`src/rtl/adc_seq_pkg.sv`:
```
package adc_seq_pkg;

    localparam int REG_W   = 8;
    localparam int ADDR_W  = 2;
    localparam int RES_W   = 10;
    localparam int RES_LO_W = 2;

    typedef enum logic [ADDR_W-1:0] {
        ADDR_CTRL = 2'd0,
        ADDR_DIV  = 2'd1,
        ADDR_DHI  = 2'd2,
        ADDR_DLO  = 2'd3
    } reg_addr_e;

    localparam int CB_EN   = 0;
    localparam int CB_GO   = 1;
    localparam int CB_DONE = 2;
    localparam int CB_IE   = 3;
    localparam int CB_CH   = 4;
    localparam int CB_HOLD = 5;

    typedef struct packed {
        logic hold;
        logic ch;
        logic ie;
        logic en;
    } ctrl_cfg_t;

    typedef struct packed {
        logic ch;
        logic hold;
    } conv_req_t;

    function automatic ctrl_cfg_t decode_cfg(input logic [REG_W-1:0] w);
        ctrl_cfg_t c;
        c.hold = w[CB_HOLD];
        c.ch   = w[CB_CH];
        c.ie   = w[CB_IE];
        c.en   = w[CB_EN];
        return c;
    endfunction

    function automatic logic [REG_W-1:0] encode_ctrl(input ctrl_cfg_t c,
                                                     input logic busy,
                                                     input logic eoc);
        logic [REG_W-1:0] r;
        r          = '0;
        r[CB_EN]   = c.en;
        r[CB_GO]   = busy;
        r[CB_DONE] = eoc;
        r[CB_IE]   = c.ie;
        r[CB_CH]   = c.ch;
        r[CB_HOLD] = c.hold;
        return r;
    endfunction

endpackage

```
`src/rtl/adc_clk_div.sv`:
```
module adc_clk_div #(
    parameter int DIV_W = 5
) (
    input  logic             clk,
    input  logic             rst,
    input  logic [DIV_W-1:0] div_val,
    output logic             tick
);
    logic [DIV_W-1:0] cnt;

    assign tick = (cnt >= div_val);

    always_ff @(posedge clk) begin
        if (rst)       cnt <= '0;
        else if (tick) cnt <= '0;
        else           cnt <= cnt + 1'b1;
    end

    // with a nonzero divider two ticks never sit back to back
    assert_tick_spacing_R2: assert property (@(posedge clk) disable iff (rst)
        (tick && div_val != '0) |=> (!tick || div_val != $past(div_val)));

endmodule

```
`src/rtl/adc_setup_timer.sv`:
```
module adc_setup_timer #(
    parameter int SETUP_TICKS = 4
) (
    input  logic clk,
    input  logic rst,
    input  logic enable,
    input  logic tick,
    output logic ready
);
    localparam int CW = $clog2(SETUP_TICKS + 2);
    localparam logic [CW-1:0] LIMIT = CW'(SETUP_TICKS);

    logic [CW-1:0] cnt;

    assign ready = enable && (cnt == LIMIT);

    always_ff @(posedge clk) begin
        if (rst || !enable)              cnt <= '0;
        else if (tick && cnt != LIMIT)   cnt <= cnt + 1'b1;
    end

    // setup completes only on a converter tick
    assert_ready_on_tick_R3: assert property (@(posedge clk) disable iff (rst)
        $rose(ready) |-> (SETUP_TICKS == 0 || $past(tick)));

endmodule

```
`src/rtl/adc_conv_seq.sv`:
```
module adc_conv_seq
    import adc_seq_pkg::*;
#(
    parameter int CONV_TICKS = 11
) (
    input  logic      clk,
    input  logic      rst,
    input  logic      start_req,
    input  logic      ready,
    input  logic      tick,
    input  conv_req_t req,
    output logic      busy,
    output logic      done,
    output logic      chan,
    output logic      hold
);
    localparam int CW = $clog2(CONV_TICKS + 1);
    localparam logic [CW-1:0] LAST = CW'(CONV_TICKS - 1);

    logic [CW-1:0] cnt;
    conv_req_t     lat;

    assign done = busy && tick && (cnt == LAST);
    assign chan = lat.ch;
    assign hold = busy && lat.hold;

    always_ff @(posedge clk) begin
        if (rst) begin
            busy <= 1'b0;
            cnt  <= '0;
            lat  <= '0;
        end else if (!busy) begin
            if (start_req && ready) begin
                busy <= 1'b1;
                cnt  <= '0;
                lat  <= req;
            end
        end else if (tick) begin
            if (cnt == LAST) begin
                busy <= 1'b0;
                cnt  <= '0;
            end else begin
                cnt <= cnt + 1'b1;
            end
        end
    end

    // a conversion only begins when setup has finished
    assert_start_gated_R3: assert property (@(posedge clk) disable iff (rst)
        $rose(busy) |-> $past(ready));

    // the window closes only on a converter tick
    assert_end_on_tick_R4: assert property (@(posedge clk) disable iff (rst)
        $fell(busy) |-> $past(tick));

    // tick count never passes the window length
    assert_cnt_bound_R4: assert property (@(posedge clk) disable iff (rst)
        busy |-> (cnt <= LAST));

    // channel held steady for the whole conversion
    assert_chan_stable_R9: assert property (@(posedge clk) disable iff (rst)
        (busy && $past(busy)) |-> $stable(chan));

endmodule

```
`src/rtl/adc_seq_ctrl.sv`:
```
module adc_seq_ctrl
    import adc_seq_pkg::*;
#(
    parameter int DIV_W       = 5,
    parameter int SETUP_TICKS = 4,
    parameter int CONV_TICKS  = 11
) (
    input  logic              clk,
    input  logic              rst,
    input  logic              reg_we,
    input  logic [ADDR_W-1:0] reg_addr,
    input  logic [REG_W-1:0]  reg_wdata,
    output logic [REG_W-1:0]  reg_rdata,
    output logic              conv_clk_en,
    output logic              conv_chan,
    input  logic [RES_W-1:0]  conv_result,
    output logic              irq,
    output logic              idle_hold
);
    localparam int HI_W = RES_W - RES_LO_W;

    ctrl_cfg_t               cfg;
    logic [DIV_W-1:0]        div_val;
    logic                    eoc;
    logic [HI_W-1:0]         data_hi;
    logic [RES_LO_W-1:0]     data_lo;

    logic      tick, ready, busy, done, start_req, ctrl_wr, div_wr, clr_req;
    conv_req_t req;

    assign ctrl_wr   = reg_we && (reg_addr == ADDR_CTRL);
    assign div_wr    = reg_we && (reg_addr == ADDR_DIV);
    assign start_req = ctrl_wr && reg_wdata[CB_GO];
    assign clr_req   = ctrl_wr && !reg_wdata[CB_DONE];
    assign req.ch    = reg_wdata[CB_CH];
    assign req.hold  = reg_wdata[CB_HOLD];

    adc_clk_div #(.DIV_W(DIV_W)) u_div (
        .clk     (clk),
        .rst     (rst),
        .div_val (div_val),
        .tick    (tick)
    );

    adc_setup_timer #(.SETUP_TICKS(SETUP_TICKS)) u_setup (
        .clk    (clk),
        .rst    (rst),
        .enable (cfg.en),
        .tick   (tick),
        .ready  (ready)
    );

    adc_conv_seq #(.CONV_TICKS(CONV_TICKS)) u_seq (
        .clk       (clk),
        .rst       (rst),
        .start_req (start_req),
        .ready     (ready),
        .tick      (tick),
        .req       (req),
        .busy      (busy),
        .done      (done),
        .chan      (conv_chan),
        .hold      (idle_hold)
    );

    always_ff @(posedge clk) begin
        if (rst) begin
            cfg     <= '0;
            div_val <= '0;
            eoc     <= 1'b0;
            data_hi <= '0;
            data_lo <= '0;
        end else begin
            if (ctrl_wr) cfg <= decode_cfg(reg_wdata);
            if (div_wr)  div_val <= reg_wdata[DIV_W-1:0];
            if (done) begin
                eoc     <= 1'b1;
                data_hi <= conv_result[RES_W-1:RES_LO_W];
                data_lo <= conv_result[RES_LO_W-1:0];
            end else if (clr_req) begin
                eoc <= 1'b0;
            end
        end
    end

    assign conv_clk_en = tick && cfg.en;
    assign irq         = eoc && cfg.ie;

    always_comb begin
        reg_rdata = '0;
        case (reg_addr)
            ADDR_CTRL: reg_rdata = encode_ctrl(cfg, busy, eoc);
            ADDR_DIV:  reg_rdata[DIV_W-1:0] = div_val;
            ADDR_DHI:  reg_rdata[HI_W-1:0] = data_hi;
            ADDR_DLO:  reg_rdata[RES_LO_W-1:0] = data_lo;
            default:   reg_rdata = '0;
        endcase
    end

    // the end flag is up whenever a conversion has just closed
    assert_eoc_on_end_R6: assert property (@(posedge clk) disable iff (rst)
        $fell(busy) |-> eoc);

    // the flag only drops through a software clear
    assert_eoc_sticky_R6: assert property (@(posedge clk) disable iff (rst)
        (eoc && !clr_req) |=> eoc);

    // idle-hold appears only inside a conversion
    assert_hold_in_conv_R8: assert property (@(posedge clk) disable iff (rst)
        idle_hold |-> busy);

    // result registers move only when a conversion closes
    assert_data_on_end_R5: assert property (@(posedge clk) disable iff (rst)
        !$past(done) |-> ($stable(data_hi) && $stable(data_lo)));

endmodule

```
`config.mk`:
```
export PLATFORM = sky130hd
export DESIGN_NAME = adc_seq_ctrl
export DESIGN_NICKNAME = d
export VERILOG_FILES = /design/src/rtl/adc_seq_pkg.sv /design/src/rtl/adc_clk_div.sv /design/src/rtl/adc_setup_timer.sv /design/src/rtl/adc_conv_seq.sv /design/src/rtl/adc_seq_ctrl.sv
export SDC_FILE = /design/constraint.sdc
export NUM_CORES = 1
export LEC_CHECK = 0
export ABC_AREA = 1
export BUFFER_PORTS_ARGS = -buffer_cell sky130_fd_sc_hd__clkbuf_2
export CORE_AREA = 2 2 59 61
export CTS_BUF_LIST = sky130_fd_sc_hd__clkbuf_8
export DETAILED_ROUTE_END_ITERATION = 10
export DIE_AREA = 0 0 61 63
export PLACE_DENSITY = 0.83
export SLEW_MARGIN = 20
export SYNTH_ARGS = -nofsm -noshare
export SYNTH_HDL_FRONTEND = slang
export SYNTH_HIERARCHICAL = 1
export SYNTH_SLANG_ARGS = --single-unit
```
`constraint.sdc`:
```
create_clock -name clk -period 2.29 [get_ports clk]
set_input_delay 0.1145 -clock clk [delete_from_list [all_inputs] [get_ports clk]]
set_output_delay 0.1145 -clock clk [all_outputs]
set_load 0.02 [all_outputs]
```
==> metrics.md <==
| Metric | Value |
|---|---|
| # setup viols final | 0 |
| Status | finished clean |
| Clock Pin Slew Worst Setup and Hold Paths | 0.08 ns |
| Clock share of power | 46.9% |
| Final-layout fill cell count | roughly 310 |
| Worst vdd ir | 405.9 uV |
| Worst hold path type | input port to flop |
| Routed Antenna Nets | 0 |
| P per Cell Area | ~670 nW/um^2 |
| Post-Synth XOR/XNOR Area | 2.004% |
| Port Buf Inserts | 32 |
| Critical path launch point type | flop |
| Final worst slack | 0.2568 ns |
| Final GP Congestion | 0.7870 |
| Multi-input gate area | 907.1 sq um |
| Layout Nets | 319 |
| Net Count, Synth | 280 |
| Grt ovf | 0 |
| Synth Area in Compound Gates | 10.59% |
| Largest net degree at the start of global routing | 20 |
| Post-synthesis mux area share | 0% |
| Total track usage | 21.45% |
| Largest family of logic cells by synthesized area | simple AND/OR/NAND/NOR gates |
| First-pass DRT Iterations | 4 |
| Clk sink count | 35 |
| Min Clock Period, post-route | 2.033 ns |
| HP Start | conv_result[3] |
| Core ar. | 3232 sq um |
| Max Cap Viol | 0 |
| Clock skew | 0.005933 ns |
| Initial DRC count | 78 |
| Pwr Total | 1.422 mW |
| CTS Buf Count | 5 |
| Number of diodes | 0 |
| Sequential power share | 44.4% |
| Root Driver | clkbuf_8 |
| Simple-gate portion of the synthesized area | approximately 32% |
| Dpl ws | 0.2380 ns |
| Worst Path Arrival | 2.19 ns |
| Crit Path Max Fanout | 13 |
| RSZ-0062 raised after global routing | no |
| Post-layout util | 65.23% |
| Num ports | 35 |
| Final Cycle Share | 88.79% |
| Reg area | 700.7 sq um |
| Adder-cell share of the synthesized area | a little over 7% |
| H-tree depth | 2 |
| Post-Syn Instances | 247 |
| Die X | 61 um |
| Final Hold Viols | 0 |
| Layout area overhead | 20.62% |
| Worst setup EP type | flop |
| Internal Pwr Total | 1.103 mW |
| Clock Path Buffers | 2 |
| Skew-Pair Late Insertion Delay | between 0.2 and 0.3 ns |
| Die H | 63 um |
| Max frequency | around 490 MHz |
| Post-synthesis sequential area ratio | 40.09% |
| Worst Setup SP | div_val[4] |
| Syn_area_per_cell | 7.077 sq um |
| Leakage | 0.9974 nW |
| Initial antenna violation count | 0 |
| Drt drc | 0 |
| CTS tree | yes |
| Final WL | 3546 um |
| Gate power share | ~8.7% |
| Yosys cell types | 23 |
| Vias in the first global route | 1488 |
| Hold Buf Count CTS | 0 |
| Register bit total from synthesis | 35 |
| Post-CTS Setup Repair Bufs | 0 |
| Initial Util | 54.08% |
| Final max-slew violation count | 0 |
| Site Rows | 21 |
| First-pass GRT wire length | 6230 um |
| Vias per std cell | 4.886 |
| DIE AREA | 3843 sq um |
| Switching share of power | ~22% |
| Worst EP required | ~2.5 ns |
| Share of cells above drive strength 1 | 19.86% |
| Total vias in the final route | between 1500 and 2000 |
| Setup_tns | 0 ns |
| Worst slew margin | between 70% and 80% |
| Yosys warns | 6 |
| WL/cell | about 11 um |
| Reg2reg start | div_val[4] |
| Post-cts resize count | 0 |
| HPWL after DPL | 2737 um |
| Mapped Area | 1748 sq um |
| Worst-Margin Slew | ~0.45 ns |
| NetSw | around 0.32 mW |
| Critical path type | flop to flop |
registers in the layout, indices dropped and copies added (netlist names):
signal and flops:
div_val 5, u_seq/lat 1, eoc 1, u_seq/busy 1, data_lo 2, u_setup/cnt 3
u_div/cnt 5, u_seq/cnt 4, data_hi 8, u_seq/chan 1, cfg 4
placed cells by master, fill, tap and decap left out, types with 2 or more instances in the layout:
cell type  netlist  routed
nor2_1          60      60
nand2_1         36      36
dfxtp_1         35      35
inv_1           33      33
clkbuf_2         0      32
o21ai_0         22      22
nand3_1         15      15
ha_1            10      10
a21oi_1          7       7
nand2_2          5       5
clkbuf_8         0       5
nand4_1          3       3
a21oi_2          3       3
xor2_1           3       3
nor2_2           2       2
nor2_4           2       2
inv_2            2       2
bufinv_16        0       2
buf_4            0       2
nand3b_1         2       2
layer usage:
metal	wire, um	up-vias	part of all wire (%)	track usage [%]
li1	-	858	-	-
met1	1666	733	47	28.35
met2	1641	29	46	32.39
met3	165	7	4.7	4.969
met4	72	0	2.0	10.05
met5	0	-	0	0
worst max-delay path: stages (launching register included):
cell and delay (ns):
dfxtp_1 0.35, inv_1 0.05, ha_1 0.30, nand2_1 0.08, nor2_1 0.11, nand2_1 0.11, nand3_1 0.13, nand2_2 0.12
nor2_1 0.18, inv_1 0.21, o21ai_0 0.20, a21oi_1 0.07
path summary, 6_finish.rpt:
kind	end	slack (ns)	cells past startpoint
max	data_hi[7]	0.26	11
min	data_hi[1]	0.04	3
min reg2reg	data_hi[6]	0.46	2
max reg2reg	data_hi[7]	0.26	11
synth_stat cells (all sizes together):
master	number	area, sq um
o21ai	23	115.1
nand3	15	75.07
buf	1	5.000
clkbuf	1	3.750
nor3	1	5.000
inv	35	131.4
xor2	3	26.28
dfxtp	35	700.7
nand4	4	40.04
nor2	64	260.3
nand3b	2	15.01
nand2	41	166.4
a22o	1	8.760
a21oi	10	61.31
xnor2	1	8.760
ha	10	125.1
power groups by stage:
stage / clock, mW / combinational [mW] / sequential, mW
detailed placement: 0 / 0.125 / 0.645
CTS: 0.674 / 0.125 / 0.631
global route: 0.703 / 0.143 / 0.632
global placement: 0 / 0.121 / 0.644
finish: 0.667 / 0.124 / 0.631
floorplan: 0 / 0.0778 / 0.642
cells by family after synthesis:
logic type,after synthesis
AO/OA/AOI/OAI,34
XOR/XNOR,4
adder cells (fa/ha/maj),10
buffers and inverters,37
flip-flops,35
AND/OR/NAND/NOR,127
per-stage QoR:
step           std cells  hold WS, ns  instance area, sq um
6_report             333      0.04019                  2108
5_1_grt              333      0.05252                  2108
4_1_cts              333      0.04074                  2108
3_5_place_dp         325       0.3465                  1972
3_3_place_gp         325       0.3380                  1972
2_1_floorplan        247       0.1769                  1748
final cells by class:
type / instances / share of cell area [%]
repair buffers: 34 / 8.309
inverters: 35 / 6.231
well taps: 46 / 2.730
flip-flops and latches: 35 / 33.23
multi-input cells: 175 / 43.03
clock buffers: 5 / 3.264
clock inverters: 3 / 3.205
Note: power is estimated with default switching activity, not from simulation.
